File: config.mk
export PLATFORM = sky130hd
export DESIGN_NAME = bus_recovery_seq
export DESIGN_NICKNAME = d
export VERILOG_FILES = /design/src/rtl/brc_pkg.sv /design/src/rtl/brc_sync.sv /design/src/rtl/brc_timer.sv /design/src/rtl/bus_recovery_seq.sv
export SDC_FILE = /design/constraint.sdc
export NUM_CORES = 1
export LEC_CHECK = 0
export ABC_AREA = 1
export BUFFER_PORTS_ARGS = -buffer_cell sky130_fd_sc_hd__buf_4
export CORE_AREA = 2 2 99 101
export DETAILED_ROUTE_END_ITERATION = 8
export DIE_AREA = 0 0 101 103
export SYNTH_ARGS = -nofsm -noshare
export SYNTH_HDL_FRONTEND = slang
export SYNTH_SLANG_ARGS = --single-unit
File: constraint.sdc
create_clock -name clk -period 3.8 [get_ports clk]
set_input_delay 0.19 -clock clk [delete_from_list [all_inputs] [get_ports clk]]
set_output_delay 0.19 -clock clk [all_outputs]
set_load 0.02 [all_outputs]
File: src/rtl/brc_pkg.sv
package brc_pkg;
    typedef enum logic [2:0] {
        ST_IDLE,
        ST_CHECK,
        ST_PULL,
        ST_RELEASE,
        ST_WAIT_IDLE,
        ST_DONE,
        ST_FAIL
    } brc_state_t;
endpackage

File: src/rtl/brc_sync.sv
module brc_sync #(
    parameter int WIDTH  = 2,
    parameter int STAGES = 2
) (
    input  logic             clk,
    input  logic             rst_n,
    input  logic [WIDTH-1:0] async_i,
    output logic [WIDTH-1:0] sync_o
);
    // Lines idle high, so the stages reset to 1.
    for (genvar b = 0; b < WIDTH; b++) begin : g_bit
        logic [STAGES-1:0] chain;
        always_ff @(posedge clk or negedge rst_n) begin
            if (!rst_n) chain <= '1;
            else        chain <= {chain[STAGES-2:0], async_i[b]};
        end
        assign sync_o[b] = chain[STAGES-1];
    end
endmodule

File: src/rtl/brc_timer.sv
module brc_timer #(
    parameter int MAX_LOAD = 16,
    localparam int TW = $clog2(MAX_LOAD + 1)
) (
    input  logic          clk,
    input  logic          rst_n,
    input  logic          load_i,
    input  logic [TW-1:0] load_val_i,
    output logic          zero_o
);
    logic [TW-1:0] cnt;

    always_ff @(posedge clk or negedge rst_n) begin
        if (!rst_n)           cnt <= '0;
        else if (load_i)      cnt <= load_val_i;
        else if (cnt != '0)   cnt <= cnt - 1'b1;
    end

    assign zero_o = (cnt == '0);

    assert_timer_range_R4: assert property (@(posedge clk) disable iff (!rst_n)
        cnt <= TW'(MAX_LOAD));

    assert_timer_step_R4: assert property (@(posedge clk) disable iff (!rst_n)
        (!load_i && cnt != '0) |=> (cnt == $past(cnt) - 1'b1));
endmodule

File: src/rtl/bus_recovery_seq.sv
module bus_recovery_seq #(
    parameter int PULSES         = 9,
    parameter int LOW_CYCLES     = 12500,
    parameter int REL_CYCLES     = 12500,
    parameter int TIMEOUT_CYCLES = 50000000
) (
    input  logic clk,
    input  logic rst_n,
    input  logic start_i,
    input  logic scl_i,
    input  logic sda_i,
    output logic scl_pull_o,
    output logic sda_pull_o,
    output logic own_o,
    output logic done_o,
    output logic err_o
);
    import brc_pkg::*;

    localparam int MAX_HALF = (LOW_CYCLES > REL_CYCLES) ? LOW_CYCLES : REL_CYCLES;
    localparam int MAX_LOAD = (MAX_HALF > TIMEOUT_CYCLES) ? MAX_HALF : TIMEOUT_CYCLES;
    localparam int TW       = $clog2(MAX_LOAD + 1);
    localparam int PW       = $clog2(PULSES + 1);

    brc_state_t    state, state_nx;
    logic [1:0]    lines_s;
    logic          bus_idle;
    logic          tmr_load, tmr_zero;
    logic [TW-1:0] tmr_val;
    logic [PW-1:0] pulse_cnt;
    logic          cnt_clr, cnt_inc;

    brc_sync #(.WIDTH(2), .STAGES(2)) u_sync (
        .clk     (clk),
        .rst_n   (rst_n),
        .async_i ({scl_i, sda_i}),
        .sync_o  (lines_s)
    );

    assign bus_idle = lines_s[1] & lines_s[0];

    brc_timer #(.MAX_LOAD(MAX_LOAD)) u_timer (
        .clk        (clk),
        .rst_n      (rst_n),
        .load_i     (tmr_load),
        .load_val_i (tmr_val),
        .zero_o     (tmr_zero)
    );

    // State register
    always_ff @(posedge clk or negedge rst_n) begin
        if (!rst_n) state <= ST_IDLE;
        else        state <= state_nx;
    end

    // Pulse counter
    always_ff @(posedge clk or negedge rst_n) begin
        if (!rst_n)       pulse_cnt <= '0;
        else if (cnt_clr) pulse_cnt <= '0;
        else if (cnt_inc) pulse_cnt <= pulse_cnt + 1'b1;
    end

    // Next state and timer control
    always_comb begin
        state_nx = state;
        tmr_load = 1'b0;
        tmr_val  = '0;
        cnt_clr  = 1'b0;
        cnt_inc  = 1'b0;
        unique case (state)
            ST_IDLE: begin
                if (start_i) state_nx = ST_CHECK;
            end
            ST_CHECK: begin
                if (bus_idle) begin
                    state_nx = ST_DONE;
                end else begin
                    state_nx = ST_PULL;
                    tmr_load = 1'b1;
                    tmr_val  = TW'(LOW_CYCLES - 1);
                    cnt_clr  = 1'b1;
                end
            end
            ST_PULL: begin
                if (tmr_zero) begin
                    state_nx = ST_RELEASE;
                    tmr_load = 1'b1;
                    tmr_val  = TW'(REL_CYCLES - 1);
                end
            end
            ST_RELEASE: begin
                if (tmr_zero) begin
                    if (pulse_cnt == PW'(PULSES - 1)) begin
                        state_nx = ST_WAIT_IDLE;
                        tmr_load = 1'b1;
                        tmr_val  = TW'(TIMEOUT_CYCLES - 1);
                    end else begin
                        state_nx = ST_PULL;
                        tmr_load = 1'b1;
                        tmr_val  = TW'(LOW_CYCLES - 1);
                        cnt_inc  = 1'b1;
                    end
                end
            end
            ST_WAIT_IDLE: begin
                if (bus_idle)      state_nx = ST_DONE;
                else if (tmr_zero) state_nx = ST_FAIL;
            end
            ST_DONE: state_nx = ST_IDLE;
            ST_FAIL: state_nx = ST_IDLE;
            default: state_nx = ST_IDLE;
        endcase
    end

    // Outputs
    always_comb begin
        scl_pull_o = 1'b0;
        own_o      = 1'b0;
        done_o     = 1'b0;
        err_o      = 1'b0;
        unique case (state)
            ST_IDLE:      ;
            ST_CHECK:     own_o = 1'b1;
            ST_PULL:      begin own_o = 1'b1; scl_pull_o = 1'b1; end
            ST_RELEASE:   own_o = 1'b1;
            ST_WAIT_IDLE: own_o = 1'b1;
            ST_DONE:      done_o = 1'b1;
            ST_FAIL:      err_o  = 1'b1;
            default:      ;
        endcase
    end

    assign sda_pull_o = 1'b0;

    assert_pull_owned_R5: assert property (@(posedge clk) disable iff (!rst_n)
        scl_pull_o |-> own_o);

    assert_pulse_bound_R3: assert property (@(posedge clk) disable iff (!rst_n)
        pulse_cnt < PW'(PULSES));

    assert_pulse_single_R9: assert property (@(posedge clk) disable iff (!rst_n)
        (done_o || err_o) |=> !(done_o || err_o));

    assert_excl_R9: assert property (@(posedge clk) disable iff (!rst_n)
        !(done_o && err_o));

    assert_start_ignored_R8: assert property (@(posedge clk) disable iff (!rst_n)
        (own_o && start_i) |=> (own_o || done_o || err_o));

    assert_idle_exit_R2: assert property (@(posedge clk) disable iff (!rst_n)
        (state == ST_CHECK && bus_idle) |=> (done_o && !scl_pull_o));
endmodule

# Word level (Yosys, flattened, before mapping)
# Cells that the tools add are included.
dict set report word_totals {
  ff_bits 37
  word_cells 55
  in_bits 5
  output_inout_bits 5
}
dict set report classes {
  muxes 28
  reduce_logical 8
  eq_ne 11
  addsub 2
  n_bitwise 1
}
# operator count
set op_table {}
lappend op_table {{$mux 26} 4}
lappend op_table {{$pmux 26 s3} 1}
lappend op_table {{$mux 14} 2}
lappend op_table {{$logic_not 26->1} 1}
lappend op_table {{$reduce_bool 26->1} 1}
lappend op_table {{$sub 26x1->26 const B} 1}
lappend op_table {{$mux 3} 7}
lappend op_table {{$pmux 3 s5} 1}
lappend op_table {{$mux 1} 10}
lappend op_table {{$eq 3x3->1 const B} 3}
lappend op_table {{$mux 4} 2}
lappend op_table {{$eq 3x2->1 const B} 2}
lappend op_table {{$ne 2x2->1 const B} 3}
lappend op_table {{$add 4x1->4 const B} 1}
lappend op_table {{$eq 4x4->1 const B} 1}
lappend op_table {{$reduce_and 4->1} 1}
lappend op_table {{$reduce_bool 2->1} 2}
lappend op_table {{$reduce_or 4->1} 1}
lappend op_table {{$eq 3x1->1 const B} 1}
lappend op_table {{$logic_not 3->1} 1}
lappend op_table {{$ne 3x3->1 const B} 1}
lappend op_table {{$pmux 1 s2} 1}
lappend op_table {{$reduce_or 2->1} 1}
lappend op_table {{$and 1x1->1} 1}

# Logic depth before layout (Yosys ltp)
# Gate-level depths: netlist of the first run.
dict set report depth {
  ltp_word 6
  ltp_mapped 10
  mapped_depth_nobuf 10
}

# Modules after synthesis
# A second synthesis of the first run with hierarchy kept.
dict set report unflattened {
  cells_unflattened 366
  hier_area_um2 2622.5
}
# mod n_inst seq_area_each_um2 area_each_um2 cells_each
set by_module_without_submodules {}
lappend by_module_without_submodules {brc_timer 1 650.6 1928.1 277}
lappend by_module_without_submodules {bus_recovery_seq 1 175.2 574.3 83}
lappend by_module_without_submodules {brc_sync 1 105.1 120.1 6}

# Worst setup path after synthesis of the first run
# No wires, ideal clock.
dict set report synth_path {
  path_type {reg2reg}
  from {register u_timer.cnt[0]}
  to {register u_timer.cnt[5]}
  n_path_buf 1
  arrival_time_ns 1.505
  setup_time_ns 0.120
  path_stages_with_launch 11
  path_slack_ns 2.174
  required_ns 3.680
  period_less_slack_ns 1.626
  path_cell_list {dfrtp_1 > inv_1 > ha_1 > nand2_2 > nor2_4 > nand2_2 > nor2_8 > a21oi_4 > buf_4 > nand2_1 > a21oi_1}
}
dict set report synth_between {
  elab_chain_len 4
  elab_cells_between_ends 10
  classes_between {add/sub (1); mux (6); reduce/logical (3)}
}
# item line_no
set synth_rtl {}
lappend synth_rtl {{from (decl)} brc_timer.sv:11} ;# logic [TW-1:0] cnt;
lappend synth_rtl {{from (signal assigned)} brc_timer.sv:15} ;# else if (load_i) cnt <= load_val_i;
lappend synth_rtl {{from (signal assigned)} brc_timer.sv:16} ;# else if (cnt != '0) cnt <= cnt - 1'b1;
lappend synth_rtl {{branches (longest 4 deep; another with $sub 26x1->26)} n/a}
# Several ways; the timed one is not identified. The select of a mux whose other input is x is not followed.
# A chain may end at the register's enable or synchronous reset.

# Worst setup path in the final report of the first run
dict set report layout_path {
  from {register u_sync.g_bit[0].chain[1]}
  to {register u_timer.cnt[0]}
}
dict set report layout_between {
  elab_chain_len 4
  elab_cells_between_ends 7
  classes_between {mux (5); bitwise (1); reduce/logical (1)}
}
# item line_no
set layout_rtl {}
lappend layout_rtl {{from (decl)} brc_sync.sv:12} ;# logic [STAGES-1:0] chain;
lappend layout_rtl {{from (signal assigned)} brc_sync.sv:15} ;# else chain <= {chain[STAGES-2:0], async_i[b]};
lappend layout_rtl {{$and 1x1->1 *} bus_recovery_seq.sv:40} ;# assign bus_idle = lines_s[1] & lines_s[0];
lappend layout_rtl {{$mux 14 or $mux 1 (tied branches)} bus_recovery_seq.sv:75} ;# if (bus_idle) begin
lappend layout_rtl {{$pmux 26 s3 or $pmux 1 s2 (tied branches)} bus_recovery_seq.sv:70} ;# unique case (state)
lappend layout_rtl {{$mux 26 or $reduce_bool 2->1 (tied branches)} n/a}
# Every way passes the cells marked *; elsewhere a longest branch is shown, timed or not.

==> reports/metrics.csv, run 1 <==
stage,metric,value,unit
layout,final_common_cell,nand2_1,
global_routing,gr-total-overflow,0,
drt,wl,5010,um
yosys,synth_top_area_cell,dfrtp_1,
yosys,ys_ff_latch,37,
power,switchingPower,0.578,mW
clocking,numCtsBuffers,5,
clocking,clk_latency,290,ps
clocking,cts_root_buffer,clkbuf_8,
clocking,clockBufferDepth,2,
yosys,synth_top_area_share,36.2,%
yosys,netlist-cell-type-count,27,
yosys,async_flop_share,100,%
run_status,run_status,"complete, no violations",
yosys,synthCells,319,
power,seqPwrFrac,39.7,%
worst_setup_path,crit_arrival,2130,ps
global_routing,grt_use_total,10.3,%
worst_setup_path,path_class,flip-flop to flip-flop,
layout,design_area,2550,sq um
power,power_density,534,nW/um^2
floorplan,chipHeight,103,um
worst_setup_path,rrSetupSlack,1870,ps
worst_setup_path,critical_path.max_fanout,17,
hold_path,min-delay-path-class,input pin to flip-flop,
clocking,htree_levels,2,
global_routing,grt_max_degree,38,
power,p_leak,1.23,nW
global_routing,grt_pass1_wl,8580,um
drt,vias,1971,
clocking,clock-sinks,37,
clocking,postCtsHoldBufs,1,
clocking,ctsResizeCount,0,
floorplan,rows,36,
clocking,post_cts_buffers,0,
power,internal-power,0.785,mW
global_routing,grt_pass1_vias,1869,
drt,antenna_left,0,
clocking,cts_tree,yes,
hold_path,hold_path.startpoint,start_i,
sta,min_period,1930,ps
yosys,synth_edf_count,0,
worst_setup_path,timing.rr.start,u_sync.g_bit[0].chain[1],
hold_path,hold_end,state[1],
yosys,synthTopCellsByArea,"dfrtp_1, nand2_1, nor2_1, inv_1, dfstp_2",
power,clockPowerShare,19.9,%
drt,firstDrtPassIters,4,
yosys,avgSynthCellArea,7.15,sq um
drt,route.detailed.drc,0,
layout,utilization,27.0,%
floorplan,die_x,101,um
yosys,ys_seq_area_share,40.8,%
drt,via_per_inst,4.41,
floorplan,ioPinCount,10,
sta,fin_tns_setup,0,ps
floorplan,coreArea,9460,sq um
drt,detail_route.wl_per_cell,11.2,um
sta,slew_viol_final,0,
power,combPwrFrac,40.4,%
place,dp_hpwl,3650,um
sta,min_period_over_period,50.9,%
floorplan,die_area,10400,sq um
job,maxCapViolations,0,
yosys,ys.flop_type,dfrtp_1,
layout,drive_gt1_share,10.5,%
power,peakVddDrop,0.417,mV
yosys,syn-num-nets,327,
worst_setup_path,r2r_end,u_timer.cnt[0],
layout,finalNetCount,340,
hold_path,min_path_cells,5,
place,routabilityCongestion,0.889,
sta,timing.fmax,517,MHz
yosys,ys_warn_count,0,
yosys,post_synth_instance_area,2280,sq um
worst_setup_path,cp-end-kind,flip-flop,
floorplan,start_util,24.1,%
sta,finClkSkew,11.2,ps
place,placed_area,2440,sq um
drt,dr.first_iter.drc_count,130,
worst_setup_path,cp-start-kind,flip-flop,
worst_setup_path,r2r.worst_path.cells,6,
clocking,clk_pin_slew,80,ps
sta,setup_viol,0,
place,port_buffers,8,
worst_setup_path,required,4000,ps
layout,synthToLayoutAreaGrowth,12.0,%
layout,diodes,0,
sta,hold_viol,0,
global_routing,antenna_found_initial,0,
power,switching_share,42.4,%
layout,layout_common_cells,"nand2_1, nor2_1, inv_1, dfrtp_1, a21oi_1",
sta,rsz0062_at_grt,false,
## critical path, stage by stage (launching register included)
cell	delay [ps]
dfstp_2	520
nand2_1	90
nand2_1	340
inv_1	140
a21oi_4	420
nand2_1	160
o21ai_0	180
## layout make-up
type	count	area [sq um]
Clock buffer	6	72.6
Clock inverter	2	10.0
Fill cell	1038	6910
Inverter	34	128
Multi-Input combinational cell	243	1180
Sequential cell	37	931
Tap cell	114	143
Timing Repair Buffer	11	90.1
## kinds of logic after synthesis
kind of cell | synth area share [%]
xor+xnor | 5.76
fa+ha+maj | 1.65
buf+inv | 7.46
compound gates | 7.08
flops | 40.8
simple gates | 37.1
other cells | 0.164
## per-layer routing
layer / vias up / track usage (%) / share of wire, %
met5: - / 0 / 0
met4: 0 / 2.49 / 0.52
met3: 4 / 2.31 / 3.8
met2: 37 / 15.8 / 44
met1: 902 / 14.7 / 51
li1: 1028 / - / -
## power groups by stage
stage	sequential [mW]	clock (mW)	combinational, mW
final	0.542	0.271	0.551
after global routing	0.555	0.294	0.624
after CTS	0.541	0.282	0.551
after detailed placement	0.548	0	0.546
after global placement	0.547	0	0.537
after floorplan	0.533	0	0.425
## how the worst max path moves through the flow
| stage | slack, ps | endpoint | from | depth (start not counted) |
|---|---|---|---|---|
| after detailed placement | 1870 | u_timer.cnt[16] | u_sync.g_bit[0].chain[1] | 7 |
| after floorplan | 2170 | u_timer.cnt[5] | u_timer.cnt[0] | 10 |
| after CTS | 1860 | u_timer.cnt[0] | u_sync.g_bit[0].chain[1] | 6 |
| after global placement | 1910 | u_timer.cnt[11] | u_sync.g_bit[1].chain[1] | 7 |
| final | 1870 | u_timer.cnt[0] | u_sync.g_bit[0].chain[1] | 6 |
| after global routing | 1700 | u_timer.cnt[10] | state[1] | 9 |
## sequential cells by signal, indices dropped and copies added, names as in the netlist
register            flops
state                   3
u_sync.g_bit.chain      4
pulse_cnt               4
u_timer.cnt            26
## synth_stat cells, types with 2 or more instances
cell type,instances
inv_1,33
nand3_1,17
xor2_1,4
o21ai_0,11
dfstp_2,4
nand2_2,7
nand4_1,9
buf_6,2
xnor2_1,11
nor2_1,61
buf_4,2
dfrtp_1,33
ha_1,3
nor3_1,5
nor2_2,2
nand2_1,86
a21oi_1,18
nor2_4,2
## through the flow
step | hold WS [ps] | power [mW] | setup slack (ps) | instances
after CTS | 3.05 | 1.37 | 1860 | 445
after global placement | 192 | 1.08 | 1910 | 436
after global routing | 362 | 1.47 | 1700 | 447
after floorplan | -106 | 0.958 | 2170 | 319
after detailed placement | 194 | 1.09 | 1870 | 436
final | 355 | 1.36 | 1870 | 447
(Power assumes the default switching activity.)
==> inputs of run 2 (changes only) <==
--- a/config.mk
+++ b/config.mk
@@ -5,11 +5,11 @@
 export SDC_FILE = /design/constraint.sdc
 export NUM_CORES = 1
 export LEC_CHECK = 0
-export ABC_AREA = 1
+export ABC_AREA = 0
 export BUFFER_PORTS_ARGS = -buffer_cell sky130_fd_sc_hd__buf_4
-export CORE_AREA = 2 2 99 101
+export CORE_AREA = 2 2 93 95
 export DETAILED_ROUTE_END_ITERATION = 8
-export DIE_AREA = 0 0 101 103
+export DIE_AREA = 0 0 95 97
 export SYNTH_ARGS = -nofsm -noshare
 export SYNTH_HDL_FRONTEND = slang
 export SYNTH_SLANG_ARGS = --single-unit
==> constraint.sdc (replaced) <==
create_clock -name clk -period 1.75 [get_ports clk]
set_input_delay 0.0875 -clock clk [delete_from_list [all_inputs] [get_ports clk]]
set_output_delay 0.0875 -clock clk [all_outputs]
set_load 0.02 [all_outputs]
==> reports/metrics.csv, run 2 <==
stage,metric,value,unit,change
yosys,synthCells,204,,-36%
layout,largest_register_ffs,26,,unchanged
yosys,syn-num-nets,212,,-35%
yosys,yosys.area_share.xor_xnor,12.2,%,+6.4 points
floorplan,chipHeight,97,um,-5.8%
yosys,synth_top_family_by_area,simple AND/OR/NAND/NOR gates,,
floorplan,coreArea,8130,sq um,-14%
clocking,clk_pin_slew,80,ps,about the same
clocking,clock-sinks,37,,unchanged
place,dp_hpwl,3290,um,-9.9%
drt,detail_route.wl_per_cell,13.3,um,+18%
hold_path,min-delay-path-class,input pin to flip-flop,,
floorplan,start_util,24.8,%,+0.65 points
global_routing,antenna_found_initial,0,,unchanged
sta,timing.fmax,528,MHz,+2.0%
run_status,violations,negative setup slack,,
run_status,run_status,"complete, but fails checks",,
global_routing,use_met3,2.41,%,+0.11 points
place,routabilityCongestion,0.800,,-10%
worst_setup_path,crit_chain,nor4_4 > nand4_1 > buf_4 > o31a_1 > buf_4 > o21ai_0,,
sta,slew_viol_final,0,,unchanged
global_routing,gr-total-overflow,0,,unchanged
drt,route.detailed.drc,0,,unchanged
sta,rsz0062_at_grt,true,,
yosys,post_synth_instance_area,2010,sq um,-12%
sta,hold_viol,0,,unchanged
layout,synthToLayoutAreaGrowth,45.5,%,
clocking,numCtsBuffers,5,,unchanged
worst_setup_path,path_class,flip-flop to flip-flop,,
worst_setup_path,critPathTopFamily,simple AND/OR/NAND/NOR gates,,
yosys,synth_edf_count,0,,unchanged
clocking,htree_levels,2,,unchanged
drt,via_per_inst,4.64,,+5.3%
sta,min_period,1890,ps,-38.6 ps
yosys,synth_adder_area_share,1.86,%,+0.22 points
layout,final_common_cell,buf_4,,
drt,antenna_left,0,,unchanged
yosys,synth_common_cells,"dfrtp_1, nor2_1, xnor2_1",,
yosys,async_flop_share,100,%,unchanged
yosys,post-synth-top-count-cell,dfrtp_1,,
worst_setup_path,critical_path.max_fanout,8,,-9
yosys,yosys.area_share.simple,24.5,%,-13 points
sta,post-route-worst-setup-slack,-145,ps,-2010 ps
power,power_density,511,nW/um^2,-4.3%
layout,largest-register,u_timer.cnt,,
worst_setup_path,cp_num_buf_inv,2,,+1
floorplan,die_x,95,um,-5.9%
yosys,synth_compound_area_share,9.88,%,+2.8 points
place,placed_area,2570,sq um,+5.4%
drt,wl,4920,um,-1.8%
worst_setup_path,required,1960,ps,-2040 ps
place,dp_cells,354,,-19%
global_routing,grtUsageMet2,17.7,%,+1.8 points
sta,setup_viol,32,,+32
power,peakVddDrop,0.346,mV,-17%
layout,drive_gt1_share,41.4,%,+31 points
clocking,cts_root_buffer,clkbuf_8,,
worst_setup_path,path_common_cell,buf_4,,
worst_setup_path,cp-end-kind,flip-flop,,
sta,min_period_over_period,108,%,+57 points
global_routing,grt_max_degree,38,,unchanged
worst_setup_path,critPathSlowestCell,dfrtp_1,,
yosys,ys_warn_count,0,,unchanged
yosys,synth_top_area_cell,dfrtp_1,,
yosys,ys_ff_latch,37,,unchanged
global_routing,grt_busiest_layer,met2,,
sta,finClkSkew,7.43,ps,-3.77 ps
yosys,avgSynthCellArea,9.87,sq um,+38%
clocking,clk_latency,290,ps,about the same
worst_setup_path,cp-start-kind,flip-flop,,
layout,design_area,2930,sq um,+15%
yosys,synthMuxAreaShare,1.49,%,+1.5 points
yosys,netlist-cell-type-count,45,,+67%
layout,layout_common_cells,"buf_4, dfrtp_1, nor2_1",,
drt,firstDrtPassIters,4,,unchanged
yosys,synthTopCellsByArea,"dfrtp_1, xnor2_1, dfstp_2, nor2_1, nor4_1",,
clocking,clockBufferDepth,2,,unchanged
sta,fin_tns_setup,-2750,ps,-2750 ps
layout,fillers,772,,-26%
global_routing,grt_pass1_wl,8310,um,-3.1%
layout,layout.cells.non_filler,371,,-17%
layout,finalNetCount,273,,-20%
yosys,synth_top_area_share,41.0,%,+4.8 points
layout,reg_top3,"u_timer.cnt (26), pulse_cnt (4), u_sync.g_bit.chain (4)",,
global_routing,grt_use_total,11.4,%,+1.1 points
power,p_leak,1.25,nW,+1.8%
clocking,cts_tree,yes,,
worst_setup_path,max_stage_delay,410,ps,-110 ps
global_routing,gr-usage-met1,15.9,%,+1.2 points
floorplan,die_area,9220,sq um,-11%
yosys,ys.flop_type,dfrtp_1,,
drt,vias,1722,,-13%
floorplan,ioPinCount,10,,unchanged
layout,diodes,0,,unchanged
job,maxCapViolations,0,,unchanged
global_routing,grt_pass1_vias,1721,,-7.9%
worst_setup_path,crit_arrival,2110,ps,-20 ps
sta,whs,150,ps,-205 ps
place,port_buffers,8,,unchanged
power,power,1.50,mW,+9.9%
drt,dr.first_iter.drc_count,93,,-28%
floorplan,rows,33,,-8.3%
yosys,ys_seq_area_share,46.2,%,+5.4 points
## run 2: cell types whose count changed after synthesis, sizes merged, moves of 4 or more
cell	delta
nor3	+7
or3	+4
xnor2	+11
o21ai	+9
a21oi	-15
nand4	-7
nand3	-14
inv	-27
nor4	+11
nor2	-42
nand2	-85
## run 2: power by group
part	leakage (nW)	internal, mW	switching [mW]	total, mW
clock network	0.0450	0.277	0.326	0.603
registers	0.467	0.862	0.00112	0.864
logic	0.739	0.0105	0.0218	0.0323
## run 2: layout make-up
| cell class | instances | area, sq um | share of cell area, % |
|---|---|---|---|
| Sequential cell | 37 | 931 | 31.8 |
| Clock inverter | 2 | 10.0 | 0.341 |
| Clock buffer | 6 | 72.6 | 2.48 |
| Inverter | 7 | 26.3 | 0.896 |
| Timing Repair Buffer | 61 | 477 | 16.3 |
| Multi-Input combinational cell | 153 | 1280 | 43.8 |
| Tap cell | 105 | 131 | 4.48 |
## run 2: worst paths after layout
check	from	end	slack, ps	cells after the start
setup / recovery	u_timer.cnt[15]	u_timer.cnt[4]	-140	6
hold / removal	start_i	state[0]	150	3
setup reg to reg	u_timer.cnt[15]	u_timer.cnt[4]	-140	6
hold reg to reg	u_sync.g_bit[0].chain[0]	u_sync.g_bit[0].chain[1]	360	0
max in group asynchronous	rst_n	u_sync.g_bit[1].chain[0]	1090	2
min in group asynchronous	rst_n	u_timer.cnt[8]	300	2
## run 2: routing by layer
layer  vias to the layer above  part of all wire, %  wire (um)
met5                         -                    0          0
met4                         0                  1.0         51
met3                         6                  2.9        145
met2                        19                   47       2330
met1                       850                   49       2390
li1                        847                    -          -
## run 2: per-stage QoR
step	util (%)	worst slack, ps
2_1_floorplan	-	-255
3_3_place_gp	31.6	-279
3_5_place_dp	31.6	-301
4_1_cts	34.6	-126
5_1_grt	36.0	-226
6_report	36.0	-145
## run 2: repair_timing
item                                   4_1_cts  5_1_grt
setup endpoints to repair                   33       33
pin swaps                                    9        7
gates cloned                                 1        0
resized for setup                           22       16
endpoints found under the hold margin       35        0
hold buffers                                 3        0
setup buffers                                2        3
## run 2: cell families after synthesis
group / Yosys count
DFF: 37
other: 1
and+or+nand+nor: 84
adders and majority gates: 3
xor gates and xnor gates: 28
muxes: 3
buffers and inverters: 15
AOI/OAI and AO/OA: 33
## run 2: worst min-delay path, delay by kind of cell
kind                   cells  cell delay, ps
AO/OA/AOI/OAI              2             200
buffers and inverters      1             110
==> inputs of run 3 (changes only) <==
--- a/config.mk
+++ b/config.mk
@@ -5,11 +5,12 @@
 export SDC_FILE = /design/constraint.sdc
 export NUM_CORES = 1
 export LEC_CHECK = 0
-export ABC_AREA = 0
+export ABC_AREA = 1
 export BUFFER_PORTS_ARGS = -buffer_cell sky130_fd_sc_hd__buf_4
-export CORE_AREA = 2 2 93 95
+export CORE_AREA = 2 2 84 86
 export DETAILED_ROUTE_END_ITERATION = 8
-export DIE_AREA = 0 0 95 97
+export DIE_AREA = 0 0 86 88
+export SKIP_CTS_REPAIR_TIMING = 1
 export SYNTH_ARGS = -nofsm -noshare
 export SYNTH_HDL_FRONTEND = slang
 export SYNTH_SLANG_ARGS = --single-unit
==> reports/metrics.csv, run 3 (synthesis gave the netlist of run 1 again) <==
stage,metric,value,unit,change
clocking,clk_pin_slew,60,ps,-20 ps
global_routing,gr-total-overflow,0,,unchanged
place,dp_hpwl,4120,um,+25%
worst_setup_path,cp-start-kind,flip-flop,,
layout,diodes,0,,unchanged
place,port_buffers,8,,unchanged
sta,setup_viol,0,,-100%
clocking,cts_tree,yes,,
drt,vias,2102,,+22%
drt,via_per_inst,4.66,,+0.41%
layout,layout_common_cells,"nand2_1, nor2_1, buf_4",,
worst_setup_path,cp_num_buf_inv,1,,-1
clocking,htree_levels,2,,unchanged
layout,finalNetCount,378,,+38%
worst_setup_path,required,1980,ps,+20 ps
drt,antenna_left,0,,unchanged
worst_setup_path,path_class,flip-flop to flip-flop,,
power,clockPowerShare,19.2,%,-21 points
power,p_leak,1.45,nW,+16%
layout,layout.cells.non_filler,451,,+22%
clocking,clk_latency,290,ps,about the same
sta,post-route-worst-setup-slack,102,ps,+247 ps
place,pre_cts_ws,-75.2,ps,+225 ps
clocking,clockBufferDepth,2,,unchanged
power,switchingPower,1.28,mW,+270%
global_routing,grt_max_degree,38,,unchanged
worst_setup_path,critical_path.max_fanout,7,,-1
layout,drive_gt1_share,25.1,%,-16 points
clocking,cts_root_buffer,clkbuf_8,,
worst_setup_path,timing.rr.start,u_timer.cnt[10],,
run_status,run_status,"complete, no violations",,
floorplan,start_util,34.3,%,+9.6 points
worst_setup_path,crit_arrival,1880,ps,-230 ps
power,combPwrFrac,43.6,%,+41 points
power,power,3.17,mW,+110%
worst_setup_path,cp-end-kind,flip-flop,,
clocking,numCtsBuffers,5,,unchanged
global_routing,grt_pass1_wl,9520,um,+15%
drt,detail_route.wl_per_cell,12.0,um,-9.2%
sta,timing.fmax,607,MHz,+15%
power,seqPwrFrac,37.2,%,-20 points
worst_setup_path,critPathSlowestCell,dfrtp_1,,
sta,min_period,1650,ps,-247 ps
power,internal-power,1.89,mW,+64%
hold_path,hold_end,state[0],,
sta,finClkSkew,5.85,ps,-1.58 ps
worst_setup_path,r2r.worst_path.cells,10,,+4
place,routabilityCongestion,0.928,,+16%
sta,whs,210,ps,+60.2 ps
drt,wl,5430,um,+10%
global_routing,antenna_found_initial,0,,unchanged
global_routing,grt_pass1_vias,2042,,+19%
hold_path,min-delay-path-class,input pin to flip-flop,,
hold_path,min_path_cells,5,,+2
layout,synthToLayoutAreaGrowth,27.1,%,
layout,seq_area,931,sq um,unchanged
floorplan,coreArea,6640,sq um,-18%
worst_setup_path,critPathTopFamily,simple AND/OR/NAND/NOR gates,,
power,peakVddDrop,0.871,mV,+150%
worst_setup_path,crit_chain,nor2_2 > nand2_2 > nor2_4 > nand2_4 > nor2_8 > buf_6 > a21oi_2 > nor2_1 > nand2_1 > nand2_1,,
worst_setup_path,max_stage_delay,400,ps,about the same
worst_setup_path,r2r_end,state[2],,
floorplan,rows,30,,-9.1%
layout,final_common_cell,nand2_1,,
job,maxCapViolations,0,,unchanged
worst_setup_path,path_common_cell,nand2_1,,
layout,largest-register,u_timer.cnt,,
global_routing,grt_use_total,16.1,%,+4.7 points
drt,firstDrtPassIters,4,,unchanged
sta,slew_viol_final,0,,unchanged
worst_setup_path,path_depth,10,,+4
power,power_density,1090,nW/um^2,+110%
sta,hold_viol,0,,unchanged
floorplan,die_x,86,um,-9.5%
floorplan,chipHeight,88,um,-9.3%
floorplan,ioPinCount,10,,unchanged
clocking,clock-sinks,37,,unchanged
worst_setup_path,rrSetupSlack,100,ps,+250 ps
floorplan,die_area,7570,sq um,-18%
layout,largest_register_ffs,26,,unchanged
power,switching_share,40.5,%,+17 points
layout,reg_top3,"u_timer.cnt (26), pulse_cnt (4), u_sync.g_bit.chain (4)",,
drt,route.detailed.drc,0,,unchanged
layout,multi_input_comb_area,1270,sq um,-1.2%
sta,fin_tns_setup,0,ps,+2750 ps
hold_path,hold_path.startpoint,start_i,,
drt,dr.first_iter.drc_count,93,,unchanged
layout,fillers,662,,-14%
sta,min_period_over_period,94.2,%,-14 points
place,dp_cells,429,,+21%
run 3: cell count changes in the layout (fill, tap and decap cells not counted), sizes merged, moves of 5 or more:
| cell | previous run | this run |
|---|---|---|
| nand4 | 2 | 9 |
| xnor2 | 22 | 11 |
| nand3 | 4 | 18 |
| buf | 58 | 46 |
| o21ai | 20 | 11 |
| nand2 | 8 | 93 |
| inv | 7 | 34 |
| nor4 | 12 | 1 |
| a21oi | 4 | 19 |
| nor3 | 12 | 5 |
| nor2 | 24 | 66 |
| or3 | 5 | 0 |
run 3: layout make-up:
| type | instances | share of cell area [%] |
|---|---|---|
| multi-input combinational | 243 | 43.8 |
| sequential | 37 | 32.1 |
| timing repair buffer | 49 | 13.1 |
| inverter | 34 | 4.49 |
| tap | 80 | 3.45 |
| clock buffer | 8 | 3.11 |
run 3: worst max-delay path by stage:
| stage | start | endpoint | slack (ps) |
|---|---|---|---|
| after floorplan | u_timer.cnt[0] | u_timer.cnt[5] | 120 |
| after global placement | u_timer.cnt[0] | u_timer.cnt[11] | -30 |
| after detailed placement | u_timer.cnt[0] | u_timer.cnt[1] | -80 |
| after CTS | u_timer.cnt[0] | u_timer.cnt[1] | -100 |
| after global routing | u_timer.cnt[10] | state[2] | -20 |
| final | u_timer.cnt[10] | state[2] | 100 |
run 3: per-layer routing:
layer  up-vias  share of wire, %  track usage [%]
li1       1107                 -                -
met1       970                47             20.7
met2        21                50             27.4
met3         4               3.0             3.68
met4         0              0.53             4.18
met5         -                 0                0
run 3: stage by stage:
| stage | utilization [%] | instance area (sq um) |
|---|---|---|
| detailed placement | 39.2 | 2600 |
| CTS | 40.5 | 2690 |
| floorplan | - | 2280 |
| finish | 43.6 | 2900 |
| global placement | 39.2 | 2600 |
| global route | 43.6 | 2900 |
run 3: worst register-to-register path, cell delays in order, from the launching register on:
cell and delay (ps):
dfrtp_1 400, nor2_2 180, nand2_2 100, nor2_4 170, nand2_4 80, nor2_8 190, buf_6 130, a21oi_2 30
nor2_1 170, nand2_1 70, nand2_1 70
run 3: power by group through the flow:
stage | Sequential [mW] | Combinational, mW | Clock (mW)
after floorplan | 1.16 | 0.923 | 0
after global placement | 1.18 | 1.26 | 0
final | 1.18 | 1.38 | 0.608
after global routing | 1.20 | 1.59 | 0.667
after detailed placement | 1.19 | 1.27 | 0
after CTS | 1.17 | 1.28 | 0.640
